<file path="src/rtl/sdsp_pkg.sv">
package sdsp_pkg;
  localparam int ADDR_W = 4;
  localparam logic [ADDR_W-1:0] PORT_RESET = 4'h6;
  localparam logic [ADDR_W-1:0] PORT_RDATA = 4'hA;
  localparam logic [ADDR_W-1:0] PORT_CMD   = 4'hC;
  localparam logic [ADDR_W-1:0] PORT_RSTAT = 4'hE;
  localparam logic [ADDR_W-1:0] PORT_ACK16 = 4'hF;
  localparam logic [7:0] ACK_BYTE = 8'hAA;

  typedef struct packed {
    logic       known;
    logic [1:0] nparam;
  } op_info_t;

  // Parameter count of each opcode in the supported set
  function automatic op_info_t op_lookup(input logic [7:0] op);
    op_info_t r;
    r.known  = 1'b1;
    r.nparam = 2'd0;
    if (op >= 8'hB0 && op <= 8'hCF) r.nparam = 2'd3;
    else begin
      case (op)
        8'h40, 8'hE0, 8'hE4:        r.nparam = 2'd1;
        8'h41, 8'h48, 8'h80, 8'h14: r.nparam = 2'd2;
        8'hE1, 8'hE8, 8'hF2, 8'hF3: r.nparam = 2'd0;
        default:                    r.known  = 1'b0;
      endcase
    end
    return r;
  endfunction

  function automatic logic starts_transfer(input logic [7:0] op);
    return (op == 8'h14) || (op >= 8'hB0 && op <= 8'hCF && !op[3]);
  endfunction

  function automatic logic [15:0] xfer_count(input logic [7:0] op, input logic [7:0] p0,
                                             input logic [7:0] p1, input logic [7:0] p2);
    return (op == 8'h14) ? {p1, p0} : {p2, p1};
  endfunction

  function automatic logic [7:0] xfer_mode(input logic [7:0] op, input logic [7:0] p0);
    return (op == 8'h14) ? 8'h00 : p0;
  endfunction
endpackage

</file>
<file path="src/rtl/sdsp_reset_seq.sv">
module sdsp_reset_seq (
  input  logic       clk,
  input  logic       rst_n,
  input  logic       wr_en,
  input  logic [7:0] wr_byte,
  output logic       fire
);
  logic armed_q;

  always_comb
    fire = wr_en && ((wr_byte == 8'h00 && armed_q) || wr_byte == 8'hB8 || wr_byte == 8'h39);

  always_ff @(posedge clk or negedge rst_n)
    if (!rst_n)     armed_q <= 1'b0;
    else if (wr_en) armed_q <= (wr_byte == 8'h01) || (wr_byte == 8'h03);
endmodule

</file>
<file path="src/rtl/sdsp_param_collect.sv">
module sdsp_param_collect import sdsp_pkg::*; #(
  parameter int DEPTH = 10
) (
  input  logic            clk,
  input  logic            rst_n,
  input  logic            flush,
  input  logic            wr_en,
  input  logic [7:0]      wr_byte,
  output logic            imm_fire,
  output logic            done_fire,
  output logic [7:0]      cur_op,
  output logic [2:0][7:0] par,
  output logic            busy
);
  localparam int CW = $clog2(DEPTH + 1);

  logic [DEPTH-1:0][7:0] buf_q;
  logic [CW-1:0]         fill_q;
  logic [1:0]            need_q;
  logic [7:0]            op_q;
  op_info_t              info;

  always_comb begin
    info      = op_lookup(wr_byte);
    busy      = (need_q != 2'd0);
    imm_fire  = wr_en && !busy && info.known && (info.nparam == 2'd0);
    done_fire = wr_en && busy && ((fill_q + CW'(1)) == CW'(need_q));
    cur_op    = busy ? op_q : wr_byte;
  end

  // The byte arriving this cycle stands in for its not-yet-stored slot
  for (genvar i = 0; i < 3; i++) begin : g_par
    assign par[i] = (fill_q == CW'(i)) ? wr_byte : buf_q[i];
  end

  always_ff @(posedge clk or negedge rst_n)
    if (!rst_n) begin
      need_q <= 2'd0;
      fill_q <= '0;
      op_q   <= 8'h00;
    end else if (flush) begin
      need_q <= 2'd0;
      fill_q <= '0;
    end else if (wr_en) begin
      if (!busy) begin
        if (info.known && info.nparam != 2'd0) begin
          need_q <= info.nparam;
          op_q   <= wr_byte;
          fill_q <= '0;
        end
      end else begin
        fill_q <= fill_q + CW'(1);
        if (done_fire) need_q <= 2'd0;
      end
    end

  always_ff @(posedge clk)
    if (wr_en && busy && fill_q < CW'(DEPTH)) buf_q[fill_q] <= wr_byte;
endmodule

</file>
<file path="src/rtl/sdsp_resp_lifo.sv">
module sdsp_resp_lifo #(
  parameter int DEPTH = 50
) (
  input  logic                         clk,
  input  logic                         rst_n,
  input  logic                         clr,
  input  logic [1:0]                   push_n,
  input  logic [7:0]                   push_a,
  input  logic [7:0]                   push_b,
  input  logic                         pop,
  output logic [7:0]                   top,
  output logic [$clog2(DEPTH+1)-1:0]   level
);
  localparam int CW    = $clog2(DEPTH + 1);
  localparam int SLOTS = 1 << CW;

  logic [7:0]    mem [SLOTS];
  logic [CW-1:0] cnt_q, base, after_a, nxt;
  logic          wr_a, wr_b;

  always_comb begin
    base = clr ? '0 : cnt_q;
    if (!clr && pop && cnt_q != '0) base = cnt_q - CW'(1);
    wr_a    = (push_n != 2'd0) && (base < CW'(DEPTH));
    after_a = wr_a ? base + CW'(1) : base;
    wr_b    = (push_n == 2'd2) && (after_a < CW'(DEPTH));
    nxt     = wr_b ? after_a + CW'(1) : after_a;
    top     = (cnt_q == '0) ? 8'h00 : mem[cnt_q - CW'(1)];
    level   = cnt_q;
  end

  always_ff @(posedge clk or negedge rst_n)
    if (!rst_n) cnt_q <= '0;
    else        cnt_q <= nxt;

  always_ff @(posedge clk) begin
    if (wr_a) mem[base]    <= push_a;
    if (wr_b) mem[after_a] <= push_b;
  end
endmodule

</file>
<file path="src/rtl/sdsp_cmd_port.sv">
module sdsp_cmd_port import sdsp_pkg::*; #(
  parameter int         RESP_DEPTH  = 50,
  parameter int         PARAM_DEPTH = 10,
  parameter logic [7:0] VER_MAJOR   = 8'd4,
  parameter logic [7:0] VER_MINOR   = 8'd5
) (
  input  logic              clk,
  input  logic              rst_n,
  input  logic              bus_wr,
  input  logic              bus_rd,
  input  logic [ADDR_W-1:0] bus_addr,
  input  logic [7:0]        bus_wdata,
  output logic [7:0]        bus_rdata,
  output logic              irq,
  output logic [1:0]        irq_flags,
  output logic              dma_go,
  output logic [7:0]        dma_op,
  output logic [7:0]        dma_mode,
  output logic [15:0]       dma_count
);
  localparam int LW = $clog2(RESP_DEPTH + 1);

  // Named events, also observed by the bound checker
  logic rst_wr, cmd_wr, data_rd, ack8_rd, ack16_rd, soft_rst;
  logic imm_fire, done_fire, prm_busy;
  logic [7:0] cur_op, test_q, last_q, q_top, q_a, q_b;
  logic [2:0][7:0] par;
  logic [LW-1:0] resp_level;
  logic q_clr;
  logic [1:0] q_n;

  always_comb begin
    rst_wr   = bus_wr && bus_addr == PORT_RESET;
    cmd_wr   = bus_wr && bus_addr == PORT_CMD;
    data_rd  = bus_rd && bus_addr == PORT_RDATA;
    ack8_rd  = bus_rd && bus_addr == PORT_RSTAT;
    ack16_rd = bus_rd && bus_addr == PORT_ACK16;
  end

  sdsp_reset_seq u_rst (.clk(clk), .rst_n(rst_n), .wr_en(rst_wr), .wr_byte(bus_wdata),
                        .fire(soft_rst));

  sdsp_param_collect #(.DEPTH(PARAM_DEPTH)) u_prm (
    .clk(clk), .rst_n(rst_n), .flush(soft_rst), .wr_en(cmd_wr), .wr_byte(bus_wdata),
    .imm_fire(imm_fire), .done_fire(done_fire), .cur_op(cur_op), .par(par), .busy(prm_busy));

  always_comb begin
    q_clr = 1'b0; q_n = 2'd0; q_a = 8'h00; q_b = 8'h00;
    if (soft_rst) begin
      q_clr = 1'b1; q_n = 2'd1; q_a = ACK_BYTE;
    end else if (imm_fire) begin
      case (cur_op)
        8'hE1:        begin q_n = 2'd2; q_a = VER_MINOR; q_b = VER_MAJOR; end
        8'hE8:        begin q_n = 2'd1; q_a = test_q; end
        8'hF2, 8'hF3: begin q_n = 2'd1; q_a = ACK_BYTE; end
        default: ;
      endcase
    end else if (done_fire && cur_op == 8'hE0) begin
      q_clr = 1'b1; q_n = 2'd1; q_a = ~par[0];
    end
  end

  sdsp_resp_lifo #(.DEPTH(RESP_DEPTH)) u_resp (
    .clk(clk), .rst_n(rst_n), .clr(q_clr), .push_n(q_n), .push_a(q_a), .push_b(q_b),
    .pop(data_rd), .top(q_top), .level(resp_level));

  always_ff @(posedge clk or negedge rst_n)
    if (!rst_n) begin
      irq_flags <= 2'b00; test_q <= 8'h00; last_q <= 8'h00;
      dma_go <= 1'b0; dma_op <= 8'h00; dma_mode <= 8'h00; dma_count <= 16'h0000;
    end else begin
      dma_go <= 1'b0;
      if (data_rd && resp_level != '0) last_q <= q_top;
      if (soft_rst) irq_flags <= 2'b00;
      else begin
        if (ack8_rd)  irq_flags[0] <= 1'b0;
        if (ack16_rd) irq_flags[1] <= 1'b0;
        if (imm_fire && cur_op == 8'hF2) irq_flags[0] <= 1'b1;
        if (imm_fire && cur_op == 8'hF3) irq_flags[1] <= 1'b1;
      end
      if (done_fire && cur_op == 8'hE4) test_q <= par[0];
      if (done_fire && starts_transfer(cur_op)) begin
        dma_go    <= 1'b1;
        dma_op    <= cur_op;
        dma_mode  <= xfer_mode(cur_op, par[0]);
        dma_count <= xfer_count(cur_op, par[0], par[1], par[2]);
      end
    end

  assign irq = |irq_flags;

  always_comb
    case (bus_addr)
      PORT_RDATA: bus_rdata = (resp_level != '0) ? q_top : last_q;
      PORT_CMD:   bus_rdata = 8'h00;
      PORT_RSTAT: bus_rdata = {resp_level != '0, 7'b0};
      default:    bus_rdata = 8'hFF;
    endcase
endmodule

</file>
<file path="config.mk">
export PLATFORM = sky130hd
export DESIGN_NAME = sdsp_cmd_port
export DESIGN_NICKNAME = d
export VERILOG_FILES = /design/src/rtl/sdsp_pkg.sv /design/src/rtl/sdsp_reset_seq.sv /design/src/rtl/sdsp_param_collect.sv /design/src/rtl/sdsp_resp_lifo.sv /design/src/rtl/sdsp_cmd_port.sv
export SDC_FILE = /design/constraint.sdc
export NUM_CORES = 1
export LEC_CHECK = 0
export ABC_AREA = 0
export BUFFER_PORTS_ARGS = -buffer_cell sky130_fd_sc_hd__buf_2
export CORE_MARGIN = 5
export CORE_UTILIZATION = 65
export DETAILED_ROUTE_END_ITERATION = 16
export HOLD_SLACK_MARGIN = 0.15
export PLACE_DENSITY = 0.83
export SYNTH_ARGS = -nofsm -noshare
export SYNTH_HDL_FRONTEND = slang
export SYNTH_SLANG_ARGS = --single-unit
</file>
<file path="constraint.sdc">
create_clock -name clk -period 12.7 [get_ports clk]
set_input_delay 1.27 -clock clk [delete_from_list [all_inputs] [get_ports clk]]
set_output_delay 1.27 -clock clk [all_outputs]
set_load 0.05 [all_outputs]
</file>
==> run_results.csv <==
group,metric,value,unit
power_and_ir_drop,switching_share,35.6,%
global_route,grt_pass1_vias,20800,
die,fp.dieArea,46400,um2
power_and_ir_drop,pwr-share-clk,33.0,%
sta,post-route-period-util,53.5,%
synthesis,seq_area_frac_synth,48.9,%
setup_path,crit_fanout,72,
sta,tightestPinTransition,1.29,ns
synthesis,yosysWarnings,0,
synthesis,synth_common_cells,"448 x dfxtp_1, 408 x nor2_1, 311 x a211oi_1",
synthesis,synth_most_common_cell,"dfxtp_1",
clock_network,cts_buffers,60,
die,die_width,215,um
die,die_y,215,um
sta,period_minus_slack,6.79,ns
die,start_util,65.5,%
synthesis,ys_async_sr_fraction,11.8,%
sta,final-setup-viol-count,0,
placed_design,io_buffers,59,
placed_design,preCtsSetupSlack,6.27,ns
setup_path,crit_path_start_kind,"register",
drt,drc,0,
setup_path,rrSetupSlack,6.28,ns
die,coreArea,41900,um2
setup_path,r2r_cells,14,
cells_and_area,diodes,0,
synthesis,synth-seq-cells,608,
clock_network,tritoncts,"built",
sta,rsz0062_at_grt,"false",
placed_design,hpwl,49.1,mm
synthesis,synth.cell_area,27400,um2
drt,wl,75.8,mm
synthesis,synth.top_cell.area_share,32.7,%
global_route,grt_start_max_net_pins,107,
placed_design,gp_congestion,0.964,
setup_path,cp-end-kind,"primary output",
cells_and_area,fin_util,70.8,%
setup_path,crit_type,"register to primary output",
sta,drv_slew,0,
drt,viasPerCell,6.76,
cells_and_area,area_delta_synth_final,8.10,%
clock_network,postCtsSetupRepairBufs,0,
drt,route.vias.total,21400,
power_and_ir_drop,p_seq_share,36.5,%
hold_path,hold_end,"u_resp.mem[53][3]$_SDFFE_PP0P_",
cells_and_area,nFillCells,2911,
setup_path,worst_ep_arrival_time,5.52,ns
die,num_rows,75,
drt,ant_nets,0,
global_route,grt_antenna_before_repair,0,
sta,timing.fmax,147,MHz
cells_and_area,drive_above_1_share,16.0,%
clock_network,insertion_delay,0.64,ns
power_and_ir_drop,irDropWorstVdd,0.000210,V
hold_path,min-delay-start,"u_resp.mem[53][3]$_SDFFE_PP0P_",
power_and_ir_drop,power_frac_comb,30.5,%
synthesis,ys.flop_type,"dfxtp_1",
power_and_ir_drop,p_int,0.00359,W
clock_network,cts_max_path_buffers,3,
synthesis,synth.avg_cell_area,10.1,um2
drt,drtPass1Iterations,6,
setup_path,r2r_start,"u_resp.level[0]$_DFF_PN0_",
hold_path,hp-class,"register to register",
sta,clock_skew,0.0197,ns
drt,wire_per_inst,23.9,um
clock_network,clock_sinks,608,
power_and_ir_drop,p_per_area,188,nW/um2
clock_network,ctsResizeCount,0,
setup_path,r2r_end,"u_resp.mem[2][2]$_DFFE_PP_",
job,maxCapViolCount,0,
clock_network,root_buffer,"clkbuf_16",
sta,fin_setup_tns,0,ns
cells_and_area,nets,2602,
global_route,grt_pass1_wl,119,mm
hold_path,hold_path_depth,0,
setup_path,cp_data_required_time,11.43,ns
clock_network,h-tree-depth,2,
die,boundaryPins,60,
clock_network,path_clk_slew,0.06,ns
clock_network,hold_buffers,0,
placed_design,dpl_cell_area,27600,um2
status,outcome,"finished clean",
power_and_ir_drop,switchingPower,0.00199,W
sta,relSlewSlack,13.9,%
synthesis,postSynthCellCount,2702,
cells_and_area,stdcell_area,29600,um2
synthesis,synth_area_leader_cell,"dfxtp_1",
sta,worst_slack,5.91,ns
global_route,overflow,0,
drt,drtIter0Drc,2597,
synthesis,synth_edf_count,88,
synthesis,ys_types,86,
power_and_ir_drop,leakage,11.0,nW
sta,final-hold-violation-count,0,
synthesis,ys_top_cells_by_area,"dfxtp_1 33%, mux4_2 11%, edfxtp_1 9.6%, a211oi_1 8.5%, dfrtp_1 6.6%",
global_route,grt_util_all_layers,31.9,%
==> stage by stage <==
step | cells | hold slack, ns | total power (W)
floorplan | 2729 | 0.400 | 0.00325
global placement | 3056 | 0.334 | 0.00369
detailed placement | 3056 | 0.336 | 0.00372
CTS | 3170 | 0.350 | 0.00555
global route | 3170 | 0.356 | 0.00577
finish | 3170 | 0.347 | 0.00558
==> routing by layer <==
layer	global-route usage [%]	up-vias	share of wire, %
li1	-	9579	-
met1	43.8	10300	38
met2	49.9	1261	46
met5	0	-	0
met4	15.2	0	5.3
met3	5.80	261	11
==> cell families (layout without fill, tap and decap cells) <==
group,after synthesis,count (layout),synth area share (%)
AND/OR/NAND/NOR,845,845,14.4
AO/OA/AOI/OAI,672,672,16.6
flip-flops,608,608,48.9
buffers and inverters,317,219,4.63
multiplexers,232,232,14.4
XOR/XNOR,20,20,0.639
adder cells (fa/ha/maj),7,7,0.319
other,1,28,0.0137
==> critical path, stage by stage (launching register included) <==
cell      delay [ns]
dfrtp_4         0.77
inv_1           0.23
ha_4            0.26
xor2_4          0.74
buf_4           0.90
mux2i_1         0.17
a211oi_1        0.54
a21oi_1         0.20
a21oi_1         0.31
mux2i_1         0.15
o21ai_0         0.21
buf_2           0.30
==> state kept, by name (all words and copies together) (netlist names) <==
signal and cells:
dma_count 16, u_prm.need_q 2, u_rst.armed_q 1, u_resp.level 6, u_prm.op_q 8, u_prm.buf_q 24
irq_flags 2, dma_mode 8, dma_go 1, u_resp.mem 512, last_q 8, dma_op 8
test_q 8, u_prm.fill_q 4
==> cell type report <==
cell class / count / area (um2) / area share (%)
Timing Repair Buffer: 93 / 563 / 1.90
Inverter: 12 / 45.0 / 0.152
Clock inverter: 42 / 452 / 1.52
Tap cell: 539 / 674 / 2.28
Sequential cell: 608 / 13400 / 45.3
Clock buffer: 72 / 1600 / 5.39
Multi-Input combinational cell: 1804 / 12900 / 43.5
==> cells in the final DEF (no fill, tap or decap), types with 21 or more instances in the layout <==
cell type  Yosys  final
nand3_1       47     47
edfxtp_1      88     88
clkbuf_16      0     60
nor2b_1       38     38
dfrtp_1       72     71
nor2_1       408    408
o21ai_0      110    104
mux2_2        31     31
buf_2         48     59
and2_1        21     21
conb_1         1     28
a211oi_1     311    311
mux2i_1       73     73
and3_1        22     22
nor3_1        32     32
dfxtp_1      448    448
mux4_2       128    128
a21oi_1      117    117
o22ai_1       31     31
buf_4          3     33
nand2_1      163    163
==> power by group through the flow <==
stage	Combinational, W	Sequential, W	Clock [W]
2_1_floorplan	0.00121	0.00204	0
3_3_place_gp	0.00162	0.00208	0
3_5_place_dp	0.00164	0.00208	0
4_1_cts	0.00166	0.00204	0.00185
5_1_grt	0.00178	0.00204	0.00194
6_report	0.00170	0.00204	0.00184
==> worst max-delay path by stage <==
stage                         startpoint                          to  slack (ns)  cells after the start
6_report       u_resp.level[0]$_DFF_PN0_                bus_rdata[6]        5.91                     11
5_1_grt        u_resp.level[0]$_DFF_PN0_                bus_rdata[6]        5.61                     11
4_1_cts        u_resp.level[0]$_DFF_PN0_                bus_rdata[6]        5.96                     11
3_5_place_dp                 bus_addr[0]  u_resp.mem[2][2]$_DFFE_PP_        6.27                     13
3_3_place_gp                 bus_addr[0]  u_resp.mem[5][2]$_DFFE_PP_        6.59                     14
2_1_floorplan  u_resp.level[0]$_DFF_PN0_                bus_rdata[7]        7.45                     13
No activity file was read; power rests on OpenSTA's default activity.
